**src/rtl/tmr_pkg.sv**
```systemverilog
package tmr_pkg;
  typedef enum logic [1:0] {
    CMD_NONE  = 2'b00,
    CMD_RATE  = 2'b01,
    CMD_STOP  = 2'b10,
    CMD_LATCH = 2'b11
  } tmr_cmd_e;
endpackage

```
**src/rtl/tmr_down_counter.sv**
```systemverilog
module tmr_down_counter #(
  parameter int DATA_W = 8
) (
  input  logic              clk,
  input  logic              rst_n,
  input  logic              step,
  input  logic              cmd_valid,
  input  tmr_pkg::tmr_cmd_e cmd,
  input  logic              data_wr,
  input  logic              data_rd,
  input  logic [DATA_W-1:0] wdata,
  output logic [DATA_W-1:0] rdata_o,
  output logic              tc_o,
  output logic              running_o
);
  import tmr_pkg::*;
  localparam int CNT_W = 2 * DATA_W;
  localparam logic [CNT_W-1:0] MIN_RELOAD = CNT_W'(2);

  function automatic logic [CNT_W-1:0] next_count(input logic [CNT_W-1:0] cur,
                                                  input logic [CNT_W-1:0] rel);
    return (cur == CNT_W'(1)) ? rel : cur - CNT_W'(1);
  endfunction

  function automatic logic at_terminal(input logic [CNT_W-1:0] cur);
    return cur == CNT_W'(1);
  endfunction

  function automatic logic [DATA_W-1:0] pick_byte(input logic [CNT_W-1:0] val,
                                                  input logic hi);
    return hi ? val[CNT_W-1:DATA_W] : val[DATA_W-1:0];
  endfunction

  logic              running;
  logic [CNT_W-1:0]  count;
  logic [CNT_W-1:0]  reload;
  logic              wr_hi;
  logic [DATA_W-1:0] lo_buf;
  logic              latched;
  logic [CNT_W-1:0]  latch_val;
  logic              rd_hi;
  logic [CNT_W-1:0]  new_reload;
  logic              halt_cmd;

  assign new_reload = {wdata, lo_buf};
  assign halt_cmd   = cmd_valid && (cmd == CMD_RATE || cmd == CMD_STOP);
  assign tc_o       = running && step && at_terminal(count);
  assign running_o  = running;
  assign rdata_o    = pick_byte(latched ? latch_val : count, rd_hi);

  // load and count path
  always_ff @(posedge clk or negedge rst_n) begin
    if (!rst_n) begin
      running <= 1'b0;
      count   <= '0;
      reload  <= '0;
      wr_hi   <= 1'b0;
      lo_buf  <= '0;
    end else if (halt_cmd) begin
      running <= 1'b0;
      wr_hi   <= 1'b0;
    end else if (data_wr) begin
      if (!wr_hi) begin
        lo_buf <= wdata;
        wr_hi  <= 1'b1;
      end else begin
        wr_hi <= 1'b0;
        if (new_reload >= MIN_RELOAD) begin
          reload  <= new_reload;
          count   <= new_reload;
          running <= 1'b1;
        end else begin
          running <= 1'b0;
        end
      end
    end else if (running && step) begin
      count <= next_count(count, reload);
    end
  end

  // latch and read-order path
  always_ff @(posedge clk or negedge rst_n) begin
    if (!rst_n) begin
      latched   <= 1'b0;
      latch_val <= '0;
      rd_hi     <= 1'b0;
    end else if (cmd_valid && cmd == CMD_LATCH) begin
      if (!latched) begin
        latched   <= 1'b1;
        latch_val <= count;
        rd_hi     <= 1'b0;
      end
    end else if (data_rd) begin
      rd_hi <= !rd_hi;
      if (rd_hi) latched <= 1'b0;
    end
  end
endmodule

```
**src/rtl/tmr_irq_flags.sv**
```systemverilog
module tmr_irq_flags #(
  parameter int NUM_IRQ = 2
) (
  input  logic               clk,
  input  logic               rst_n,
  input  logic [NUM_IRQ-1:0] set_i,
  input  logic               clr_wr,
  input  logic [NUM_IRQ-1:0] clr_bits,
  output logic [NUM_IRQ-1:0] flags_o
);
  function automatic logic [NUM_IRQ-1:0] flag_next(input logic [NUM_IRQ-1:0] cur,
                                                   input logic [NUM_IRQ-1:0] clr,
                                                   input logic [NUM_IRQ-1:0] set);
    return (cur & ~clr) | set;
  endfunction

  logic [NUM_IRQ-1:0] clr_mask;
  assign clr_mask = clr_wr ? clr_bits : '0;

  always_ff @(posedge clk or negedge rst_n) begin
    if (!rst_n) flags_o <= '0;
    else        flags_o <= flag_next(flags_o, clr_mask, set_i);
  end
endmodule

```
**src/rtl/prescaled_timer_unit.sv**
```systemverilog
module prescaled_timer_unit #(
  parameter int DATA_W = 8,
  parameter int ADDR_W = 3
) (
  input  logic              clk,
  input  logic              rst_n,
  input  logic              tick_en,
  input  logic              wr_en,
  input  logic              rd_en,
  input  logic [ADDR_W-1:0] addr,
  input  logic [DATA_W-1:0] wdata,
  output logic [DATA_W-1:0] rdata,
  output logic              irq_tick,
  output logic              irq_wrap
);
  import tmr_pkg::*;
  localparam int NUM_CNT = 3;
  localparam int PRE_IDX = NUM_CNT - 1;
  localparam int NUM_IRQ = NUM_CNT - 1;
  localparam logic [ADDR_W-1:0] ADDR_CTRL = ADDR_W'(NUM_CNT);
  localparam logic [ADDR_W-1:0] ADDR_CLR  = ADDR_W'(NUM_CNT + 1);

  logic                ctrl_wr;
  logic                clr_wr;
  logic [1:0]          ctrl_sel;
  tmr_cmd_e            ctrl_cmd;
  logic                pre_tc;
  logic [NUM_IRQ-1:0]  user_tc;
  logic [NUM_CNT-1:0]  cnt_run;
  logic [DATA_W-1:0]   rd_arr [NUM_CNT];
  logic [NUM_IRQ-1:0]  flags;

  assign ctrl_wr  = wr_en && (addr == ADDR_CTRL);
  assign clr_wr   = wr_en && (addr == ADDR_CLR);
  assign ctrl_sel = wdata[DATA_W-1 -: 2];
  assign ctrl_cmd = tmr_cmd_e'(wdata[1:0]);

  for (genvar i = 0; i < NUM_CNT; i++) begin : g_cnt
    logic cv, dw, dr;
    assign cv = ctrl_wr && (ctrl_sel == 2'(i));
    assign dw = wr_en && (addr == ADDR_W'(i));
    assign dr = rd_en && (addr == ADDR_W'(i));
    if (i == PRE_IDX) begin : g_pre
      tmr_down_counter #(.DATA_W(DATA_W)) u_cnt (
        .clk(clk), .rst_n(rst_n), .step(tick_en), .cmd_valid(cv),
        .cmd(ctrl_cmd), .data_wr(dw), .data_rd(dr), .wdata(wdata),
        .rdata_o(rd_arr[i]), .tc_o(pre_tc), .running_o(cnt_run[i]));
    end else begin : g_usr
      tmr_down_counter #(.DATA_W(DATA_W)) u_cnt (
        .clk(clk), .rst_n(rst_n), .step(pre_tc), .cmd_valid(cv),
        .cmd(ctrl_cmd), .data_wr(dw), .data_rd(dr), .wdata(wdata),
        .rdata_o(rd_arr[i]), .tc_o(user_tc[i]), .running_o(cnt_run[i]));
    end
  end

  tmr_irq_flags #(.NUM_IRQ(NUM_IRQ)) u_flags (
    .clk(clk), .rst_n(rst_n), .set_i(user_tc), .clr_wr(clr_wr),
    .clr_bits(wdata[NUM_IRQ-1:0]), .flags_o(flags));

  assign irq_tick = flags[0];
  assign irq_wrap = flags[1];

  always_comb begin
    rdata = '0;
    for (int i = 0; i < NUM_CNT; i++) begin
      if (rd_en && addr == ADDR_W'(i)) rdata = rd_arr[i];
    end
  end
endmodule

```
**config.mk**
```make
export PLATFORM = sky130hd
export DESIGN_NAME = prescaled_timer_unit
export DESIGN_NICKNAME = d
export VERILOG_FILES = /design/src/rtl/tmr_pkg.sv /design/src/rtl/tmr_down_counter.sv /design/src/rtl/tmr_irq_flags.sv /design/src/rtl/prescaled_timer_unit.sv
export SDC_FILE = /design/constraint.sdc
export NUM_CORES = 1
export LEC_CHECK = 0
export ABC_AREA = 1
export BUFFER_PORTS_ARGS = -buffer_cell sky130_fd_sc_hd__buf_2
export CORE_AREA = 4 4 168 170
export CTS_BUF_LIST = sky130_fd_sc_hd__clkbuf_16
export CTS_CLUSTER_DIAMETER = 120
export DETAILED_ROUTE_END_ITERATION = 8
export DIE_AREA = 0 0 172 174
export GPL_ROUTABILITY_DRIVEN = 0
export SLEW_MARGIN = 10
export SYNTH_ARGS = -nofsm -noshare
export SYNTH_HDL_FRONTEND = slang
export SYNTH_SLANG_ARGS = --single-unit
```
**constraint.sdc**
```tcl
create_clock -name clk -period 1.5 [get_ports clk]
set_input_delay 0.075 -clock clk [delete_from_list [all_inputs] [get_ports clk]]
set_output_delay 0.075 -clock clk [all_outputs]
set_load 0.01 [all_outputs]
```
==> results.md, run 1 <==
- Status: finished with violations
- Failing checks: negative setup slack
- Period Utilization, post-route: 1.33
- Simple-Gate Fraction of Synth Area: 0.362
- CTS tree: built
- First-pass GRT wire length: ~57000 um
- Die Width: 172 um
- Initial Util: 0.394
- DR vias: about 11000
- Syn Area/Cell: between 6 and 7 um^2
- Largest net degree at the start of global routing: 43
- Worst-Margin Slew: ~0.46 ns
- Initial antenna violation count: 0
- Pwr Density: 1680 mW/mm^2
- Critical path's slowest cell: dfrtp_2
- Design Area, Final: between 0.015 and 0.02 mm^2
- Mapped Area: roughly 0.011 mm^2
- Yosys top cell by area: dfrtp_1
- Post-Synth XOR/XNOR Area: 0.0108
- Req. time, crit path: 1.42 ns
- Placed instance count: around 2100
- Arrival @ worst endpoint: 1.93 ns
- Inserted Diodes: 0
- Final max-slew violation count: 0
- Detail Route Antenna Nets: 0
- Finish-stage setup viols: 70
- DP Area: 0.0128 mm^2
- Worst-Skew Late Latency: 0.45 ns
- Setup CP Type: reg -> out
- Rows: 60
- Reg2Reg Launch Point: g_cnt[2].g_pre.u_cnt.count[1]$_DFFE_PN0P_
- CP endpoint: rdata[6]
- Final hold vios: 0
- HPWL after detailed placement: between 20000 and 25000 um
- CP max FO: 7
- Fin crit period: 2.00 ns
- Worst Setup SP: g_cnt[1].g_usr.u_cnt.latched$_DFFE_PN0P_
- Cts bufs inserted: 17
- Initial DRC count: between 1000 and 1500
- VDD IR max: about 1.1 mV
- Mux cell area share after synthesis: 0
- CP max stage delay: between 0.4 and 0.5 ns
- Hold/Removal Path Class: in -> reg
- Fin worst setup slack: -0.501 ns
- Synth Instances: about 1500
- Top cell type's share of synthesized area: 0.432
- Synth Warn #: 0
- Longest Clk Path Bufs: 2
- Total Neg Setup Slack: -15.27 ns
- Final Power: approximately 25 mW
- WL/cell: between 15 and 20 um
- Layout cell share with drive strength beyond 1: 0.336
- GRT Total Usage: 0.239
- I/O Buffers: 25
- #FFs+latches synth: between 150 and 200
- Die Footprint: ~0.03 mm^2
- Clock Skew: approximately 0.018 ns
- CP dominant cell by count: buf_12
- Largest family of logic cells by synthesized area: simple AND/OR/NAND/NOR gates
- CTS clock-pin slew for the worst setup and hold paths: around 0.08 ns
- Synth Area in Adders: 0.00950
- Count of cell types in the netlist: 36
- Post-Route WL: 36000 um
- Routed vias/inst: 5.16
- Worst slew margin: 0.693
- CP Capture Type: primary output
- First-pass DRT Iterations: 7
- DR DRC count: 0
- R2R Setup Slk: -0.30 ns
- Hold_ws: 0.0244 ns
- Mapped Nets: around 1500
- Filler cell count: 2382
- LEAKAGE: a little under 8 nW
- Compound-Gate Fraction of Synth Area: 0.105
- P&R area growth vs syn: 44.1%
- RSZ-0062 raised after global routing: true
- Multi-input logic area: roughly 0.0062 mm^2
- Crit-path cells: buf_12 -> buf_12 -> nand2_4 -> o21ai_4 -> nor2_2 -> nor2_1 -> o21ai_2 -> o221ai_1 -> buf_2
- Startpoint types: register
- IO Count: 26
- GRT Residual Overflow: 0
- Area of the core: 0.0267 mm^2
- Register area share after synthesis: 0.432
- Die Height: between 150 and 200 um
- Clk sink count: roughly 180
- Clk root buf: clkbuf_16
- Sequential Area: about 0.0046 mm^2
- Crit Reg-Reg Endpoint: g_cnt[1].g_usr.u_cnt.count[4]$_DFFE_PN0P_
- Top cells by area, synth: dfrtp_1 (43%), nand2_1 (21%), nand3_1 (6.3%)
- R2R depth: 11
- Finished Layout Cells: roughly 2100
- Vias in the first global route: 10700
- Final Net Count: around 1800
- Max Cap Viol: 0
- Number of H-tree levels: 4
- Max Fclk: approximately 0.5 GHz
-- final cells by class --
cell class | count | share of cell area
clock buffers | 17 | 0.0280
clock inverters | 15 | 0.00882
inverters | 149 | 0.0380
multi-input cells | 1132 | 0.409
flip-flops and latches | 182 | 0.300
well taps | 341 | 0.0281
repair buffers | 305 | 0.188
-- placed cells by master (no fill, tap or decap), types with 4 or more instances in the layout --
cell and n:
buf_4 214, o21ai_4 6, o21ai_2 36, a22oi_1 7, buf_2 24, dfrtp_1 179, nand3_4 7, inv_8 6
nand3_1 95, nor2_1 101, nand2_4 33, xor2_1 12, ha_2 4, nand4_1 8, inv_1 119, nand2_1 511
o21ai_0 72, nand2_2 42, buf_6 22, buf_16 5, dlygate4sd3_1 6, inv_2 24, inv_6 6, buf_12 25
nor2_4 13, nor2_2 32, nand3_2 49, o21ai_1 71, o221ai_2 7, nand2_8 4, clkbuf_16 22
-- worst max-delay path, delay by kind of cell, from the launching register on --
kind / cells / cell delay, ns
buffers and inverters: 3 / 0.46
AO/OA/AOI/OAI: 3 / 0.34
flip-flops: 1 / 0.47
AND/OR/NAND/NOR: 3 / 0.20
-- metal layers --
metal / routed length, um / global-route usage
met1: 15600 / 0.324
met2: 17400 / 0.387
met3: 1850 / 0.0432
met4: 1080 / 0.0773
met5: 0 / 0
-- state kept, by name, summed over array words and instances, names as in the netlist --
register,count
g_cnt.g_pre.u_cnt.latched,1
g_cnt.g_usr.u_cnt.count,32
g_cnt.g_usr.u_cnt.lo_buf,16
g_cnt.g_usr.u_cnt.wr_hi,2
g_cnt.g_pre.u_cnt.latch_val,16
g_cnt.g_usr.u_cnt.latched,2
g_cnt.g_pre.u_cnt.reload,16
g_cnt.g_usr.u_cnt.running_o,2
g_cnt.g_pre.u_cnt.lo_buf,8
g_cnt.g_pre.u_cnt.count,16
g_cnt.g_usr.u_cnt.reload,32
g_cnt.g_usr.u_cnt.rd_hi,2
u_flags.flags_o,2
g_cnt.g_pre.u_cnt.running_o,1
g_cnt.g_usr.u_cnt.latch_val,32
g_cnt.g_pre.u_cnt.rd_hi,1
g_cnt.g_pre.u_cnt.wr_hi,1
-- cells by family (layout without fill, tap and decap cells) --
group                      count (synthesis)  in the layout
buffers and inverters                    204            486
and+or+nand+nor                          901            903
xor gates and xnor gates                  13             13
DFF                                      182            182
adders and majority gates                  8              8
AOI/OAI and AO/OA                        208            208
-- report_power, final --
group | internal (mW) | total, mW | switching (mW)
clock network | 2.20 | 4.42 | 2.22
registers | 6.25 | 7.33 | 1.08
logic | 6.09 | 13.7 | 7.60
total | 14.5 | 25.4 | 10.9
-- timing repair --
item | in CTS | in global routing
gates cloned | 14 | 4
setup endpoints to repair | 77 | 107
buffers inserted | 19 | 18
pin swaps | 43 | 66
resized for setup | 196 | 177
hold endpoints to repair | 188 | 0
hold buffers | 6 | 0
-- worst min-delay path by stage --
| stage | from | endpoint | slack, ns | depth (start not counted) |
|---|---|---|---|---|
| after floorplan | rst_n | g_cnt[0].g_usr.u_cnt.count[0]$_DFFE_PN0P_ | -0.22 | 0 |
| after global placement | rst_n | g_cnt[2].g_pre.u_cnt.count[7]$_DFFE_PN0P_ | 0.05 | 1 |
| after detailed placement | rst_n | g_cnt[2].g_pre.u_cnt.count[7]$_DFFE_PN0P_ | 0.06 | 1 |
| after CTS | wdata[7] | g_cnt[0].g_usr.u_cnt.lo_buf[7]$_DFFE_PN0P_ | 0.01 | 4 |
| after global routing | wdata[7] | g_cnt[0].g_usr.u_cnt.lo_buf[7]$_DFFE_PN0P_ | 0.04 | 4 |
| final | wdata[7] | g_cnt[0].g_usr.u_cnt.lo_buf[7]$_DFFE_PN0P_ | 0.02 | 4 |
-- stage by stage --
step / util / setup WS [ns]
2_1_floorplan: - / 0.000339
3_3_place_gp: 0.480 / -0.367
3_5_place_dp: 0.480 / -0.428
4_1_cts: 0.543 / -0.498
5_1_grt: 0.568 / -0.565
6_report: 0.568 / -0.501
-- synthesized netlist by cell type --
cell        n
o221ai_1    8
o31ai_1     1
clkbuf_1   26
nand4_2     1
nor2_2      9
nand3_1   133
buf_12      1
nand4_1     8
dfrtp_1   182
o211ai_2    2
clkbuf_2    1
a22oi_1     7
nor3_2      1
nand2_2     9
nand3_2    15
buf_6       4
o21ai_1    70
nor3_1      2
nand3_4     2
o21bai_1    1
ha_1        8
nand2_4     2
clkinv_1    2
nor2_8      1
buf_2      20
xor2_1     13
nand3b_1    3
buf_4       2
nor2_4      2
buf_1       1
o21ai_0   115
nand2_1   578
inv_1     132
inv_2      15
nor2_1    135
a21oi_1     4
(Power assumes the default switching activity.)
==> run 2: changes to the inputs <==
--- a/config.mk
+++ b/config.mk
@@ -13,6 +13,7 @@
 export DETAILED_ROUTE_END_ITERATION = 8
 export DIE_AREA = 0 0 172 174
 export GPL_ROUTABILITY_DRIVEN = 0
+export PLACE_DENSITY = 0.61
 export SLEW_MARGIN = 10
 export SYNTH_ARGS = -nofsm -noshare
 export SYNTH_HDL_FRONTEND = slang
==> run 2 against run 1 <==
  * The run still ends with negative setup slack left
  * Critical endpoint is now rdata[1]
  * Worst hold slack got worse by 0.014 ns
  * Critical path type unchanged
  * Sequential share of layout area is 0.63 points higher
  * Final cell count decreased by 0.61%
  * Power is 0.92% lower
  * Final area decreased by 2.1%
  * Sequential power about the same
  * Critical path depth down 1
==> results.md, run 2 (same netlist as run 1, synthesis figures left out) <==
- CP max stage delay: 0.47 ns (about the same)
- RSZ-0062 raised after global routing: true
- Worst-Margin Slew: 0.482 ns (+0.0219 ns)
- Final Net Count: 1798 (-0.72%)
- Max Cap Viol: 0 (unchanged)
- Largest regs: g_cnt.g_usr.u_cnt.count: 32 flops, g_cnt.g_usr.u_cnt.latch_val: 32 flops, g_cnt.g_usr.u_cnt.reload: 32 flops
- Final max-slew violation count: 0 (unchanged)
- WL/cell: 16.3 um (-3.2%)
- Finish-stage setup viols: 56 (-20%)
- Final hold vios: 0 (unchanged)
- HPWL after detailed placement: 24000 um (-0.21%)
- I/O Buffers: 25 (unchanged)
- Pwr Density: 1700 mW/mm^2 (+1.2%)
- GRT Residual Overflow: 0 (unchanged)
- Finished Layout Cells: 2128 (-0.61%)
- Req. time, crit path: 1.42 ns (about the same)
- CP max FO: 6 (-1)
- Fin crit period: 2.02 ns (+0.0178 ns)
- Detail Route Antenna Nets: 0 (unchanged)
- Clock Skew: 0.0140 ns (-0.00420 ns)
- First-pass GRT wire length: 53800 um (-5.9%)
- DR vias: 10900 (-1.3%)
- Hold/Removal Path Class: in -> reg
- Inserted Diodes: 0 (unchanged)
- First-pass DRT Iterations: 5 (-2)
- Top delay family on crit path: buffers and inverters
- Max Fclk: 0.495 GHz (-0.88%)
- Period Utilization, post-route: 1.35 (+0.0119)
- Setup CP Type: reg -> out
- Placed instance count: 2058 (-0.24%)
- Commonest cells after routing, fill and taps aside: nand2_1 (518), buf_4 (217), dfrtp_1 (179), inv_1 (114), nor2_1 (105)
- Clk sink count: 182 (unchanged)
- Critical path's slowest cell: dfrtp_2
- Worst-Skew Late Latency: 0.46 ns (about the same)
- Initial Util: 0.394 (unchanged)
- CTS tree: built
- Sequential Area: 0.00456 mm^2 (unchanged)
- Worst slew margin: 0.678 (-0.0146)
- Routed vias/inst: 5.12 (-0.73%)
- Area of the core: 0.0267 mm^2 (unchanged)
- Most common cell after layout, fill and taps aside: nand2_1
- Largest net degree at the start of global routing: 52 (+21%)
- Pre-CTS WS: -0.195 ns (+0.233 ns)
- Vias in the first global route: 10300 (-3.1%)
- Die Width: 172 um (unchanged)
- Cts bufs inserted: 17 (unchanged)
- IO Count: 26 (unchanged)
- CP Capture Type: primary output
- VDD IR max: 1.00 mV (-8.6%)
- Die Height: 174 um (unchanged)
- Multi-input logic area: 0.00602 mm^2 (-2.9%)
- Longest Clk Path Bufs: 2 (unchanged)
- Finished Core Util: 0.556 (-0.0117)
- Startpoint types: register
- Filler cell count: 2412 (+1.3%)
- Die Footprint: 0.0299 mm^2 (unchanged)
- Crit-path cells: buf_12 -> buf_6 -> nand2_4 -> o21ai_4 -> o21ai_2 -> buf_4 -> o221ai_1 -> buf_2
- Layout cell share with drive strength beyond 1: 0.321 (-0.0149)
- Number of H-tree levels: 4 (unchanged)
- Fin worst setup slack: -0.519 ns (-0.0178 ns)
- Failing checks: negative setup slack
- GRT Total Usage: 0.224 (-0.0146)
- DR DRC count: 0 (unchanged)
- LEAKAGE: 7.75 nW (about the same)
- Total Neg Setup Slack: -13.63 ns (+1.65 ns)
- Rows: 60 (unchanged)
- CTS clock-pin slew for the worst setup and hold paths: 0.08 ns (about the same)
- Status: finished with violations
- Arrival @ worst endpoint: 1.94 ns (about the same)
- Clk root buf: clkbuf_16
- Crit path buf inv count: 4 (+1)
- Post-Route WL: 34600 um (-3.8%)
- Initial DRC count: 795 (-22%)
- P&R area growth vs syn: 41.2%
- Initial antenna violation count: 0 (unchanged)
==> run 2: report_power, final <==
part | total (mW) | switching, mW | internal, mW | leakage (nW)
clock | 4.60 | 2.24 | 2.36 | 0.286
combinational | 13.3 | 7.32 | 5.93 | 5.10
sequential | 7.36 | 1.11 | 6.25 | 2.36
==> run 2: path summary, 6_finish.rpt <==
path | start | endpoint | slack [ns] | cells past startpoint
worst max-delay path | g_cnt[1].g_usr.u_cnt.latched$_DFFE_PN0P_ | rdata[1] | -0.52 | 8
worst min-delay path | wdata[1] | g_cnt[0].g_usr.u_cnt.lo_buf[1]$_DFFE_PN0P_ | 0.01 | 4
worst max register to register | g_cnt[2].g_pre.u_cnt.count[0]$_DFFE_PN0P_ | g_cnt[0].g_usr.u_cnt.count[3]$_DFFE_PN0P_ | -0.28 | 11
worst min register to register | g_cnt[0].g_usr.u_cnt.latch_val[6]$_DFFE_PN0P_ | g_cnt[0].g_usr.u_cnt.latch_val[6]$_DFFE_PN0P_ | 0.48 | 2
max in group asynchronous | rst_n | g_cnt[1].g_usr.u_cnt.latched$_DFFE_PN0P_ | 0.77 | 3
min in group asynchronous | rst_n | g_cnt[2].g_pre.u_cnt.latch_val[0]$_DFFE_PN0P_ | 0.09 | 2
==> run 2: cell type report <==
class / count / area share
clock buffers: 17 / 0.0286
multi-input cells: 1130 / 0.405
flip-flops and latches: 182 / 0.307
clock inverters: 15 / 0.0108
repair buffers: 294 / 0.182
well taps: 341 / 0.0287
inverters: 149 / 0.0381
==> run 2: repair_timing <==
item / CTS / global route
cloned: 3 / 9
pin swaps: 15 / 80
hold buffers: 6 / 0
hold endpoints to repair: 188 / 0
buffers inserted: 9 / 23
resized for setup: 100 / 209
setup endpoints to repair: 57 / 85
==> run 2: per-layer routing <==
| layer | global-route usage | vias up | routed length [um] |
|---|---|---|---|
| met2 | 0.363 | 269 | 16800 |
| met5 | 0 | - | 0 |
| met4 | 0.0639 | 0 | 879 |
| met3 | 0.0389 | 56 | 1300 |
| met1 | 0.309 | 5227 | 15600 |
| li1 | - | 5352 | - |
==> run 2: worst reg2reg max path: cells and delay by family, from the launching register on <==
kind / cells / cell delay, ns
and+or+nand+nor: 6 / 0.74
DFF: 1 / 0.39
buffers and inverters: 3 / 0.38
adders and majority gates: 1 / 0.12
AOI/OAI and AO/OA: 1 / 0.05
==> run 2: stage by stage <==
step | power (mW) | area [um^2] | hold WS [ns]
finish | 25.2 | 14900 | 0.0107
global route | 27.0 | 14900 | 0.0303
CTS | 23.7 | 13900 | 0.000507
detailed placement | 18.3 | 12800 | 0.0203
global placement | 18.1 | 12800 | 0.0198
floorplan | 13.0 | 10600 | -0.221
==> run 3: changes to the inputs <==
--- a/config.mk
+++ b/config.mk
@@ -7,11 +7,11 @@
 export LEC_CHECK = 0
 export ABC_AREA = 1
 export BUFFER_PORTS_ARGS = -buffer_cell sky130_fd_sc_hd__buf_2
-export CORE_AREA = 4 4 168 170
+export CORE_AREA = 4 4 120 237
 export CTS_BUF_LIST = sky130_fd_sc_hd__clkbuf_16
 export CTS_CLUSTER_DIAMETER = 120
 export DETAILED_ROUTE_END_ITERATION = 8
-export DIE_AREA = 0 0 172 174
+export DIE_AREA = 0 0 124 241
 export GPL_ROUTABILITY_DRIVEN = 0
 export PLACE_DENSITY = 0.61
 export SLEW_MARGIN = 10
==> run 3 against run 2 <==
  * The run still ends with negative setup slack left
  * Largest cell class unchanged
  * Setup slack gained 0.078 ns
  * Global-route usage grew 2.0 points
  * Critical path depth shrank 1
  * Power grew 0.86%
  * Flip-flop and latch count is the same
==> results.md, run 3 (same netlist as run 1, synthesis figures left out) <==
- Status: finished with violations
- Failing checks: negative setup slack
- Inserted Diodes: 0 (unchanged)
- Area of the core: 0.0267 mm^2 (-0.12%)
- Hold depth: 4 (unchanged)
- Largest regs: g_cnt.g_usr.u_cnt.count: 32 flops, g_cnt.g_usr.u_cnt.latch_val: 32 flops, g_cnt.g_usr.u_cnt.reload: 32 flops
- Hold_ws: 0.0168 ns (+0.00608 ns)
- Pwr Density: 1700 mW/mm^2 (+0.11%)
- First-pass GRT wire length: 56900 um (+5.8%)
- Max Cap Viol: 0 (unchanged)
- Cts bufs inserted: 17 (unchanged)
- RSZ-0062 raised after global routing: true
- Crit-path cells: clkbuf_16 -> o21ai_2 -> nor2_1 -> nor2_1 -> o21ai_2 -> o221ai_1 -> buf_2
- Final hold vios: 0 (unchanged)
- Setup CP Type: reg -> out
- Placed instance count: 2078 (+0.97%)
- Clock Skew: 0.0104 ns (-0.00361 ns)
- Max Fclk: 0.515 GHz (+4.0%)
- Clk root buf: clkbuf_16
- Finished Core Util: 0.561 (+0.00482)
- CP max stage delay: 0.49 ns (+0.02 ns)
- Die Width: 124 um (-28%)
- Clk sink count: 182 (unchanged)
- Reg2Reg Launch Point: g_cnt[2].g_pre.u_cnt.count[0]$_DFFE_PN0P_
- WL/cell: 16.8 um (+3.2%)
- Initial Util: 0.395 (+0.000462)
- Design Area, Final: 0.0150 mm^2 (+0.75%)
- Most common cell after layout, fill and taps aside: nand2_1
- CP max FO: 8 (+2)
- Worst slew margin: 0.664 (-0.0139)
- Worst-Margin Slew: 0.503 ns (+0.0208 ns)
- Detail Route Antenna Nets: 0 (unchanged)
- Finished Layout Cells: 2153 (+1.2%)
- Worst-Skew Late Latency: 0.46 ns (about the same)
- Fin crit period: 1.94 ns (-0.0779 ns)
- Period Utilization, post-route: 1.29 (-0.0519)
- GRT Residual Overflow: 0 (unchanged)
- Final Net Count: 1816 (+1.0%)
- Initial antenna violation count: 0 (unchanged)
- Startpoint types: register
- Hold/Removal Path Class: in -> reg
- P&R area growth vs syn: 42.2%
- Final max-slew violation count: 0 (unchanged)
- Pre-CTS WS: -0.303 ns (-0.108 ns)
- DP Area: 0.0129 mm^2 (+0.64%)
- CTS tree: built
- Initial DRC count: 840 (+5.7%)
- Arrival @ worst endpoint: 1.87 ns (-0.07 ns)
- Rows: 85 (+42%)
- R2R Setup Slk: -0.32 ns (-0.04 ns)
- DR DRC count: 0 (unchanged)
- Die Footprint: 0.0299 mm^2 (-0.15%)
- Final Power: 25.4 mW (+0.86%)
- Die Height: 241 um (+39%)
- CTS clock-pin slew for the worst setup and hold paths: 0.07 ns (about the same)
- Worst Hold Launch: wdata[6]
- HPWL after detailed placement: 25300 um (+5.4%)
- Top delay family on crit path: flip-flops
- Routed vias/inst: 5.18 (+1.0%)
- VDD IR max: 1.03 mV (+2.1%)
- DR vias: 11100 (+2.2%)
- LEAKAGE: 7.83 nW (+1.1%)
- Critical path's slowest cell: dfrtp_2
- IO Count: 26 (unchanged)
- Commonest cells after routing, fill and taps aside: nand2_1 (520), buf_4 (221), dfrtp_1 (179), inv_1 (122), nor2_1 (106)
- I/O Buffers: 25 (unchanged)
- Number of H-tree levels: 4 (unchanged)
- Longest Clk Path Bufs: 2 (unchanged)
- Post-Route WL: 36100 um (+4.4%)
- Fin worst setup slack: -0.441 ns (+0.0779 ns)
- Vias in the first global route: 11000 (+6.3%)
- Finish-stage setup viols: 56 (unchanged)
- Total Neg Setup Slack: -15.31 ns (-1.68 ns)
- GRT Total Usage: 0.244 (+0.0198)
- CP Capture Type: primary output
- Hold path endpoint: g_cnt[0].g_usr.u_cnt.lo_buf[6]$_DFFE_PN0P_
- R2R depth: 11 (unchanged)
- Crit Reg-Reg Endpoint: g_cnt[0].g_usr.u_cnt.count[12]$_DFFE_PN0P_
- Largest net degree at the start of global routing: 40 (-23%)
- Req. time, crit path: 1.42 ns (about the same)
- First-pass DRT Iterations: 5 (unchanged)
- Layout cell share with drive strength beyond 1: 0.320 (-0.000987)
- Crit path buf inv count: 2 (-2)
-- run 3: changes by cell type in the layout (fill, tap and decap cells not counted), sizes merged --
cell	before	now
buf	280	295
clkinv	4	13
inv	157	149
dlygate4sd3	4	6
dlymetal6s4s	2	0
nand2	589	591
nand3	150	152
clkbuf	25	24
clkinvlp	2	1
-- run 3: final cells by class --
cell class / instances / area, um^2
Clock buffer: 17 / 425
Clock inverter: 15 / 116
Fill cell: 2445 / 11700
Inverter: 149 / 582
Multi-Input combinational cell: 1134 / 6120
Sequential cell: 182 / 4560
Tap cell: 348 / 435
Timing Repair Buffer: 308 / 2750
-- run 3: tightest hold or removal path: stages --
cell	delay [ns]
buf_2	0.09
buf_4	0.14
nand2_1	0.05
o21ai_0	0.06
-- run 3: per-layer routing --
metal	vias up	wire (um)	GRT usage
li1	5382	-	-
met1	5299	14900	0.308
met2	346	17500	0.400
met3	120	1730	0.0453
met4	0	1940	0.117
met5	-	0	0
-- run 3: what timing repair did --
item / CTS / global route
pin swaps: 78 / 61
cloned: 7 / 7
hold buffers: 6 / 0
buffers inserted: 18 / 20
endpoints found under the setup margin: 58 / 84
gates resized for setup: 200 / 144
endpoints found under the hold margin: 187 / 0
-- run 3: worst max path at each step --
| stage | slack [ns] | endpoint | start | cells past startpoint |
|---|---|---|---|---|
| finish | -0.44 | rdata[6] | g_cnt[1].g_usr.u_cnt.latched$_DFFE_PN0P_ | 7 |
| floorplan | 0.0003 | g_cnt[1].g_usr.u_cnt.count[1]$_DFFE_PN0P_ | g_cnt[2].g_pre.u_cnt.count[1]$_DFFE_PN0P_ | 11 |
| CTS | -0.46 | rdata[6] | g_cnt[1].g_usr.u_cnt.latched$_DFFE_PN0P_ | 8 |
| global route | -0.51 | rdata[5] | g_cnt[1].g_usr.u_cnt.latched$_DFFE_PN0P_ | 6 |
| global placement | -0.26 | g_cnt[0].g_usr.u_cnt.count[0]$_DFFE_PN0P_ | g_cnt[2].g_pre.u_cnt.count[1]$_DFFE_PN0P_ | 10 |
| detailed placement | -0.30 | g_cnt[0].g_usr.u_cnt.count[1]$_DFFE_PN0P_ | g_cnt[2].g_pre.u_cnt.count[1]$_DFFE_PN0P_ | 10 |
-- run 3: power by group --
part,internal [mW],switching (mW),total [mW]
Combinational,6.10,7.75,13.8
Clock,2.26,2.01,4.27
Sequential,6.25,1.07,7.32
Total,14.6,10.8,25.4
